File: src/rtl/swi_pkg.sv
package swi_pkg;
  typedef enum logic [2:0] {
    OP_ALU    = 3'd0,
    OP_SWI    = 3'd1,
    OP_GETEVT = 3'd2,
    OP_RETI   = 3'd3,
    OP_IEON   = 3'd4,
    OP_IEOFF  = 3'd5
  } op_e;
endpackage

File: src/rtl/swi_decode.sv
module swi_decode
  import swi_pkg::*;
(
  input  logic       clk,
  input  logic       rst,
  input  logic       op_valid,
  input  logic [2:0] op_sel,
  input  logic       irq_req,
  input  logic       ie_q,
  output logic       hw_take,
  output logic       do_swi,
  output logic       do_get,
  output logic       do_reti,
  output logic       do_ieon,
  output logic       do_ieoff,
  output logic       do_pass
);
  logic issue;

  always_comb begin
    hw_take  = irq_req & ie_q;
    issue    = op_valid & ~hw_take;
    do_swi   = 1'b0;
    do_get   = 1'b0;
    do_reti  = 1'b0;
    do_ieon  = 1'b0;
    do_ieoff = 1'b0;
    do_pass  = 1'b0;
    case (op_sel)
      OP_SWI:    do_swi   = issue;
      OP_GETEVT: do_get   = issue;
      OP_RETI:   do_reti  = issue;
      OP_IEON:   do_ieon  = issue;
      OP_IEOFF:  do_ieoff = issue;
      default:   do_pass  = issue;
    endcase
  end


  squash_chk: assert property (@(posedge clk) disable iff (rst)
    hw_take |-> !(do_swi || do_get || do_reti || do_pass || do_ieon || do_ieoff));


  one_op_chk: assert property (@(posedge clk) disable iff (rst)
    $onehot0({do_swi, do_get, do_reti, do_ieon, do_ieoff, do_pass}));
endmodule

File: src/rtl/swi_state.sv
module swi_state #(
  parameter int DATA_W     = 16,
  parameter int IMM_W      = 8,
  parameter int EVT_LSB    = 2,
  parameter int EVT_BITS   = 6,
  parameter int INSN_BYTES = 2
) (
  input  logic              clk,
  input  logic              rst,
  input  logic              hw_take,
  input  logic              do_swi,
  input  logic              do_reti,
  input  logic              do_ieon,
  input  logic              do_ieoff,
  input  logic [DATA_W-1:0] pc,
  input  logic [IMM_W-1:0]  imm,
  input  logic [DATA_W-1:0] irq_event,
  output logic              ie_q,
  output logic              pie_q,
  output logic              ack_q,
  output logic [DATA_W-1:0] epc_q,
  output logic [DATA_W-1:0] evt_q
);
  localparam logic [DATA_W-1:0] STEP = DATA_W'(INSN_BYTES);

  logic [EVT_BITS-1:0] evt_field;
  logic [DATA_W-1:0]   evt_sw;
  logic                entry;
  logic                unused_imm;

  assign evt_field  = imm[EVT_LSB +: EVT_BITS];
  assign evt_sw     = DATA_W'(evt_field);
  assign entry      = hw_take | do_swi;
  assign unused_imm = ^imm;

  always_ff @(posedge clk) begin
    if (rst) begin
      ie_q  <= 1'b0;
      pie_q <= 1'b0;
      ack_q <= 1'b0;
      epc_q <= '0;
      evt_q <= '0;
    end else begin
      ack_q <= hw_take;
      if (entry) begin
        pie_q <= ie_q;
        ie_q  <= 1'b0;
      end else if (do_reti) begin
        ie_q  <= pie_q;
      end else if (do_ieon) begin
        ie_q  <= 1'b1;
      end else if (do_ieoff) begin
        ie_q  <= 1'b0;
      end
      if (hw_take)     epc_q <= pc;
      else if (do_swi) epc_q <= pc + STEP;
      if (do_swi)      evt_q <= evt_sw;
      else if (ack_q)  evt_q <= irq_event;
    end
  end


  swi_clear_ie_chk: assert property (@(posedge clk) disable iff (rst)
    do_swi |=> !ie_q && pie_q == $past(ie_q));


  swi_epc_chk: assert property (@(posedge clk) disable iff (rst)
    do_swi |=> epc_q == $past(pc) + STEP);


  hw_entry_chk: assert property (@(posedge clk) disable iff (rst)
    hw_take |=> ack_q && !ie_q && epc_q == $past(pc));


  reti_ie_chk: assert property (@(posedge clk) disable iff (rst)
    do_reti |=> ie_q == $past(pie_q));
endmodule

File: src/rtl/swi_result.sv
module swi_result #(
  parameter int                DATA_W   = 16,
  parameter logic [DATA_W-1:0] VEC_ADDR = 16'h0008
) (
  input  logic              clk,
  input  logic              rst,
  input  logic              hw_take,
  input  logic              do_swi,
  input  logic              do_get,
  input  logic              do_reti,
  input  logic              do_pass,
  input  logic              dec_we,
  input  logic [DATA_W-1:0] epc_q,
  input  logic [DATA_W-1:0] evt_q,
  output logic              br_taken_q,
  output logic [DATA_W-1:0] br_target_q,
  output logic              rd_we_q,
  output logic [DATA_W-1:0] rd_data_q
);
  logic              br_d;
  logic [DATA_W-1:0] tgt_d;

  always_comb begin
    br_d  = hw_take | do_swi | do_reti;
    tgt_d = '0;
    if (hw_take | do_swi) tgt_d = VEC_ADDR;
    else if (do_reti)     tgt_d = epc_q;
  end

  always_ff @(posedge clk) begin
    if (rst) begin
      br_taken_q  <= 1'b0;
      br_target_q <= '0;
      rd_we_q     <= 1'b0;
      rd_data_q   <= '0;
    end else begin
      br_taken_q  <= br_d;
      br_target_q <= tgt_d;
      rd_we_q     <= do_get | (do_pass & dec_we);
      rd_data_q   <= do_get ? evt_q : '0;
    end
  end


  swi_vector_chk: assert property (@(posedge clk) disable iff (rst)
    do_swi |=> br_taken_q && br_target_q == VEC_ADDR);


  swi_no_write_chk: assert property (@(posedge clk) disable iff (rst)
    (do_swi || hw_take) |=> !rd_we_q);
endmodule

File: src/rtl/swi_exec_unit.sv
module swi_exec_unit #(
  parameter int                DATA_W     = 16,
  parameter int                IMM_W      = 8,
  parameter int                EVT_LSB    = 2,
  parameter int                EVT_BITS   = 6,
  parameter int                INSN_BYTES = 2,
  parameter logic [DATA_W-1:0] VEC_ADDR   = 16'h0008
) (
  input  logic              clk,
  input  logic              rst,
  input  logic              op_valid,
  input  logic [2:0]        op_sel,
  input  logic [IMM_W-1:0]  op_imm,
  input  logic [DATA_W-1:0] op_pc,
  input  logic              dec_we,
  input  logic              irq_req,
  input  logic [DATA_W-1:0] irq_event,
  output logic [DATA_W-1:0] br_target,
  output logic              br_taken,
  output logic              rd_we,
  output logic [DATA_W-1:0] rd_data,
  output logic              irq_ack,
  output logic              int_en
);
  logic hw_take, do_swi, do_get, do_reti, do_ieon, do_ieoff, do_pass;
  logic ie_q, pie_q, ack_q;
  logic [DATA_W-1:0] epc_q, evt_q;

  swi_decode u_dec (
    .clk(clk), .rst(rst), .op_valid(op_valid), .op_sel(op_sel),
    .irq_req(irq_req), .ie_q(ie_q), .hw_take(hw_take), .do_swi(do_swi),
    .do_get(do_get), .do_reti(do_reti), .do_ieon(do_ieon),
    .do_ieoff(do_ieoff), .do_pass(do_pass)
  );

  swi_state #(
    .DATA_W(DATA_W), .IMM_W(IMM_W), .EVT_LSB(EVT_LSB),
    .EVT_BITS(EVT_BITS), .INSN_BYTES(INSN_BYTES)
  ) u_state (
    .clk(clk), .rst(rst), .hw_take(hw_take), .do_swi(do_swi),
    .do_reti(do_reti), .do_ieon(do_ieon), .do_ieoff(do_ieoff),
    .pc(op_pc), .imm(op_imm), .irq_event(irq_event), .ie_q(ie_q),
    .pie_q(pie_q), .ack_q(ack_q), .epc_q(epc_q), .evt_q(evt_q)
  );

  swi_result #(.DATA_W(DATA_W), .VEC_ADDR(VEC_ADDR)) u_res (
    .clk(clk), .rst(rst), .hw_take(hw_take), .do_swi(do_swi),
    .do_get(do_get), .do_reti(do_reti), .do_pass(do_pass),
    .dec_we(dec_we), .epc_q(epc_q), .evt_q(evt_q),
    .br_taken_q(br_taken), .br_target_q(br_target),
    .rd_we_q(rd_we), .rd_data_q(rd_data)
  );

  assign irq_ack = ack_q;
  assign int_en  = ie_q;


  ack_single_chk: assert property (@(posedge clk) disable iff (rst)
    irq_ack |=> !irq_ack);
endmodule

File: config.mk
export PLATFORM = sky130hd
export DESIGN_NAME = swi_exec_unit
export DESIGN_NICKNAME = d
export VERILOG_FILES = /design/src/rtl/swi_pkg.sv /design/src/rtl/swi_decode.sv /design/src/rtl/swi_state.sv /design/src/rtl/swi_result.sv /design/src/rtl/swi_exec_unit.sv
export SDC_FILE = /design/constraint.sdc
export NUM_CORES = 1
export LEC_CHECK = 0
export BUFFER_PORTS_ARGS = -buffer_cell sky130_fd_sc_hd__buf_4
export CAP_MARGIN = 10
export CORE_MARGIN = 10
export CORE_UTILIZATION = 45
export DETAILED_ROUTE_END_ITERATION = 7
export PLACE_DENSITY = 0.75
export RECOVER_POWER = 100
export SYNTH_ARGS = -nofsm -noshare
export SYNTH_HDL_FRONTEND = slang
export SYNTH_SLANG_ARGS = --single-unit
File: constraint.sdc
create_clock -name clk -period 1.85 [get_ports clk]
set_input_delay 0.555 -clock clk [delete_from_list [all_inputs] [get_ports clk]]
set_output_delay 0.555 -clock clk [all_outputs]
set_load 0.03 [all_outputs]
==> Yosys cells after proc, flatten, opt, wreduce, memory -nomap -nowiden <==
Index checks and enable logic that the tools add are counted.
{ "totals": {"ff_bits": 69, "wordCells": 49} }
{ "op_classes": {"n_bitwise": 9, "addsub": 1, "eq_ne": 5, "n_reduce_logical": 8, "n_mux": 15} }
{ "ops": {"columns": ["cell", "count"], "rows": [
  ["two-way mux 16 bit", 2],
  ["adder 16 x 2 -> 16 bit (second input constant)", 1],
  ["two-way mux 6 bit", 2],
  ["two-way mux 1 bit", 9],
  ["two-way mux 4 bit", 2],
  ["== test 3 x 2 -> 1 bit (second input constant)", 2],
  ["== test 3 bit (second input constant)", 2],
  ["OR reduction 2 bit", 3],
  ["OR reduction 5 bit", 1],
  ["nonzero test 2 bit", 2],
  ["bitwise AND 1 bit", 3],
  ["== test 3 x 1 -> 1 bit (second input constant)", 1],
  ["NOT 1 bit", 3],
  ["OR 1 bit", 3],
  ["nonzero test 3 bit", 1],
  ["OR reduction 3 bit", 1]
]} }

==> Depth between registers and ports, before layout <==
{ "logic_depth": {"word_depth": 7, "ltp_mapped": 7, "ltp_nobuf": 5} }

==> Cells and area by module <==
A second synthesis with hierarchy kept.
{ "hier_totals": {"hier_cells": 268, "hier_area_um2": 2680.1} }
{ "by_module_without_submodules": {"columns": ["mod", "instances", "cells_each", "area_each_um2"], "rows": [
  ["swi_state", 1, 180, 1630.3],
  ["swi_result", 1, 75, 950.9],
  ["swi_decode", 1, 13, 98.8]
]} }

==> Least setup slack after synthesis <==
OpenSTA, ideal clock, no wires.
{ "synth_path": {"kind": "in2reg", "from": "in op_pc[1]", "to": "reg u_state.epc_q[13]", "required_time_ns": 1.759, "arrival_ns": 1.765, "stages": 5, "setup_slack_ns": -0.006, "path_cell_list": "ha_1 a21boi_1 nand3_1 or3_1 a311oi_1"} }
{ "synth_between": {"elab_chain_cells": 3} }
{ "synth_lines": {"columns": ["item", "line", "rtl"], "rows": [
  ["start: declaration", "swi_exec_unit.sv:14", "input logic [DATA_W-1:0] op_pc,"],
  ["adder 16 x 2 -> 16 bit", "swi_state.sv:56", "else if (do_swi) epc_q <= pc + STEP;"],
  ["two-way mux 16 bit", "swi_state.sv:56", null],
  ["two-way mux 16 bit", "swi_state.sv:55", "if (hw_take) epc_q <= pc;"],
  ["end signal: assignment", "swi_state.sv:55", null],
  ["end signal: assignment", "swi_state.sv:56", null],
  ["end: declaration", "swi_state.sv:21", "output logic [DATA_W-1:0] epc_q,"]
]} }
Every way passes these cells. The select of a mux whose other input is x is not followed.
A chain may end at the register's enable or synchronous reset.

==> Worst setup path in the final report <==
{ "layout_path": {"from": "reg u_state.ie_q", "to": "reg u_state.epc_q[12]"} }
{ "layout_between": {"elab_chain_cells": 5, "word_cells_on_any_way": 6} }
{ "layout_lines": {"columns": ["item", "line", "rtl"], "rows": [
  ["start: declaration", "swi_state.sv:18", "output logic ie_q,"],
  ["start signal: assignment", "swi_state.sv:49", "ie_q <= pie_q;"],
  ["bitwise AND 1 bit (*)", "swi_decode.sv:21", "hw_take = irq_req & ie_q;"],
  ["NOT 1 bit", "swi_decode.sv:22", "issue = op_valid & ~hw_take;"],
  ["bitwise AND 1 bit", "swi_decode.sv:22", null],
  ["two-way mux 1 bit", "swi_decode.sv:29", "case (op_sel)"],
  ["nonzero test 2 bit (no source line)", null, null]
]} }
Every way passes the cells marked *; elsewhere a longest branch is shown, timed or not.

==> impl_metrics.toml <==
[outcome]
outcome = "complete, no violations"

[die]
ios = 84
rows = 27
die-area_um2 = 9173
initial_core_util_pct = 46.64
core_um2 = 5540
fp.dieH_um = 95.78
fp.dieW_um = 95.78

[layout]
final_util_pct = 61.92
seq_area_um2 = 1381
multiInputGateArea_um2 = 1120
layout-drive-gt1-share_pct = 23.86
num-fill-cells = 505
fin_nets = 417
area_growth_pct = 32.78
n_antenna_cell = 0

[drt]
firstDrtPassIters = 5
route.detailed.drc = 0
first_iter_violations = 88
routedWlPerCell_um = 14.75
num_vias = 2188
avgViaCountPerCell = 4.917
wirelength_um = 6565
ant_nets = 0

[clock_network]
post_cts_resized = 0
htree_levels = 3
clk_latency_ns = 0.34
cts_buffer_depth = 2
clkSinkCount = 69
cts-root-buf = "clkbuf_8"
clkTransAtPathRegs_ns = 0.08
post_cts_buffers = 0
hold_buffers = 0
cts_tree = "built"
cts_buffers = 9

[worst_setup_path]
critPathLaunch = "u_state.ie_q"
reg2reg_from = "u_state.ie_q"
crit_type = "flip-flop to flip-flop"
arrival_ns = 1.99
cp_max_fo = 8
rrSetupSlack_ns = 0.14
r2r_cells = 4
end_kind = "flip-flop"
required_ns = 2.13
r2r-end = "u_state.epc_q[12]"
start_kind = "flip-flop"

[power_and_ir_drop]
p_per_area_nw_per_um2 = 838.8
peakVddDrop_uv = 449.3
power_mw = 2.878
power.leakage_nw = 1.372

[global_route]
grt_pass1_vias = 2056
grt_max_degree = 20
grt-ovfl-total = 0
grt_use_total_pct = 14.28
grt_pass1_wl_um = 10240
antenna_found_initial = 0

[place]
dp_hpwl_um = 4934
portBuffers = 81
gp_congestion = 0.8242

[sta]
tightest_slew_ns = 0.4728
layout_min_cycle_time_ns = 1.709
timing.final.crit_share_pct = 92.35
slew_headroom_pct = 68.48
hold_ws_ns = 0.4504
hold_violations = 0
grt_setup_unrepaired = "false"
timing.setup.tns_ns = 0
max_freq_ghz = 0.5853
slew_viol_final = 0
clock_skew_ns = 0.008740
setup_viol_count_final = 0

[logic_synthesis]
ys_ff_latch = 69
seq_area_frac_synth_pct = 53.46
synthDistinctLibCells = 40
synthArstFlopShare_pct = 0
synth_area_um2 = 2584
syn-mean-instance-area_um2 = 9.899
synth_ff_type = "dfxtp_1"
postSynthCellCount = 261
yosys_warnings = 0
yosysTopAreaCell = "dfxtp_1"
synth_edf_count = 0
ys_top_cells_by_area = "dfxtp_1 53%, and2_1 7.7%, mux2i_1 6.2%"
synthesis.nets = 310
yosysTopAreaCellShare_pct = 53.46

[run]
cap_violations = 0

[worst_hold_path]
hp-class = "flip-flop to flip-flop"
holdPathEnd = "u_res.rd_data_q[15]"
holdPathStages = 1
min-delay-start = "u_state.evt_q[15]"
==> worst max-delay path by stage <==
stage,endpoint,slack [ns],cells past startpoint
2_1_floorplan,u_state.epc_q[12],0.05,4
3_3_place_gp,u_state.epc_q[12],-0.07,5
3_5_place_dp,u_state.epc_q[12],-0.13,5
4_1_cts,u_state.epc_q[12],0.15,4
5_1_grt,u_state.epc_q[2],0.04,5
6_report,u_state.epc_q[12],0.14,4
==> cells in the final DEF (no fill, tap or decap), types with 2 or more instances in the layout <==
| cell | instances |
|---|---|
| a211oi_1 | 9 |
| a21oi_1 | 3 |
| a311oi_1 | 2 |
| and2_0 | 4 |
| and2_1 | 28 |
| and3_1 | 2 |
| buf_4 | 65 |
| clkbuf_1 | 38 |
| clkbuf_2 | 3 |
| clkbuf_8 | 9 |
| clkinv_4 | 2 |
| dfxtp_1 | 69 |
| inv_1 | 3 |
| inv_6 | 2 |
| mux2i_1 | 16 |
| nand2_1 | 18 |
| nand2b_1 | 3 |
| nand3_1 | 11 |
| nand4_1 | 4 |
| nor2_1 | 28 |
| nor3_1 | 5 |
| nor4_1 | 4 |
| o2111ai_1 | 2 |
| o21ai_0 | 12 |
| or3_1 | 2 |
| or4b_1 | 2 |
| xnor2_1 | 7 |
| xor2_1 | 3 |
==> stage by stage <==
stage / instance area [um2] / setup slack, ns / instances
finish: 3431 / 0.1415 / 445
global route: 3431 / 0.04123 / 445
CTS: 3592 / 0.1531 / 445
detailed placement: 3417 / -0.1276 / 429
global placement: 3417 / -0.07449 / 429
floorplan: 2587 / 0.05315 / 261
==> routing by layer <==
metal	up-vias	global-route usage, %	routed length (um)
li1	1116	-	-
met1	999	17.04	2811
met2	63	22.52	3155
met3	10	4.514	471
met4	0	7.617	127
met5	-	0	0
==> cell families (layout without fill, tap and decap cells) <==
logic type	Yosys count	after routing	share of synthesized area, %
buf+inv	14	126	2.760
xor+xnor	10	10	3.390
fa+ha+maj	1	1	0.4842
mux	17	17	6.634
compound gates	35	35	9.444
flops	69	69	53.46
simple gates	115	115	23.83
==> flip-flops by register name, summed over array words and instances (netlist names) <==
name,count
u_state.evt_q,16
u_state.ack_q,1
u_res.br_target_q,16
u_state.epc_q,16
u_state.pie_q,1
u_res.br_taken_q,1
u_state.ie_q,1
u_res.rd_we_q,1
u_res.rd_data_q,16
==> worst max-delay path: stages, from the launching register on <==
cell     delay, ns
dfxtp_1       0.39
a21bo_4       0.24
or3_1         0.41
or4b_1        0.51
nand3_1       0.11
==> where the power goes <==
part | internal, mW | switching (mW) | total, mW
registers | 1.51 | 0.0139 | 1.53
clock network | 0.498 | 0.586 | 1.08
logic | 0.137 | 0.128 | 0.265
==> cell usage after synthesis (3+ instances only) <==
library cell	number
clkbuf_1	7
and2_1	32
xnor2_1	7
nor3_1	5
a211oi_1	9
nand2_1	18
dfxtp_1	69
xor2_1	3
inv_1	3
nand3_1	11
nand4_1	4
a21oi_1	3
o21ai_0	12
nand2b_1	3
mux2i_1	16
nor2_1	28
nor4_1	3
==> cell type report <==
| type | count | area share, % |
|---|---|---|
| clock buffers | 10 | 3.720 |
| repair buffers | 106 | 18.93 |
| well taps | 72 | 2.626 |
| multi-input cells | 178 | 32.64 |
| inverters | 4 | 0.4376 |
| clock inverters | 6 | 1.386 |
| flip-flops and latches | 69 | 40.26 |
(Power assumes the default switching activity.)
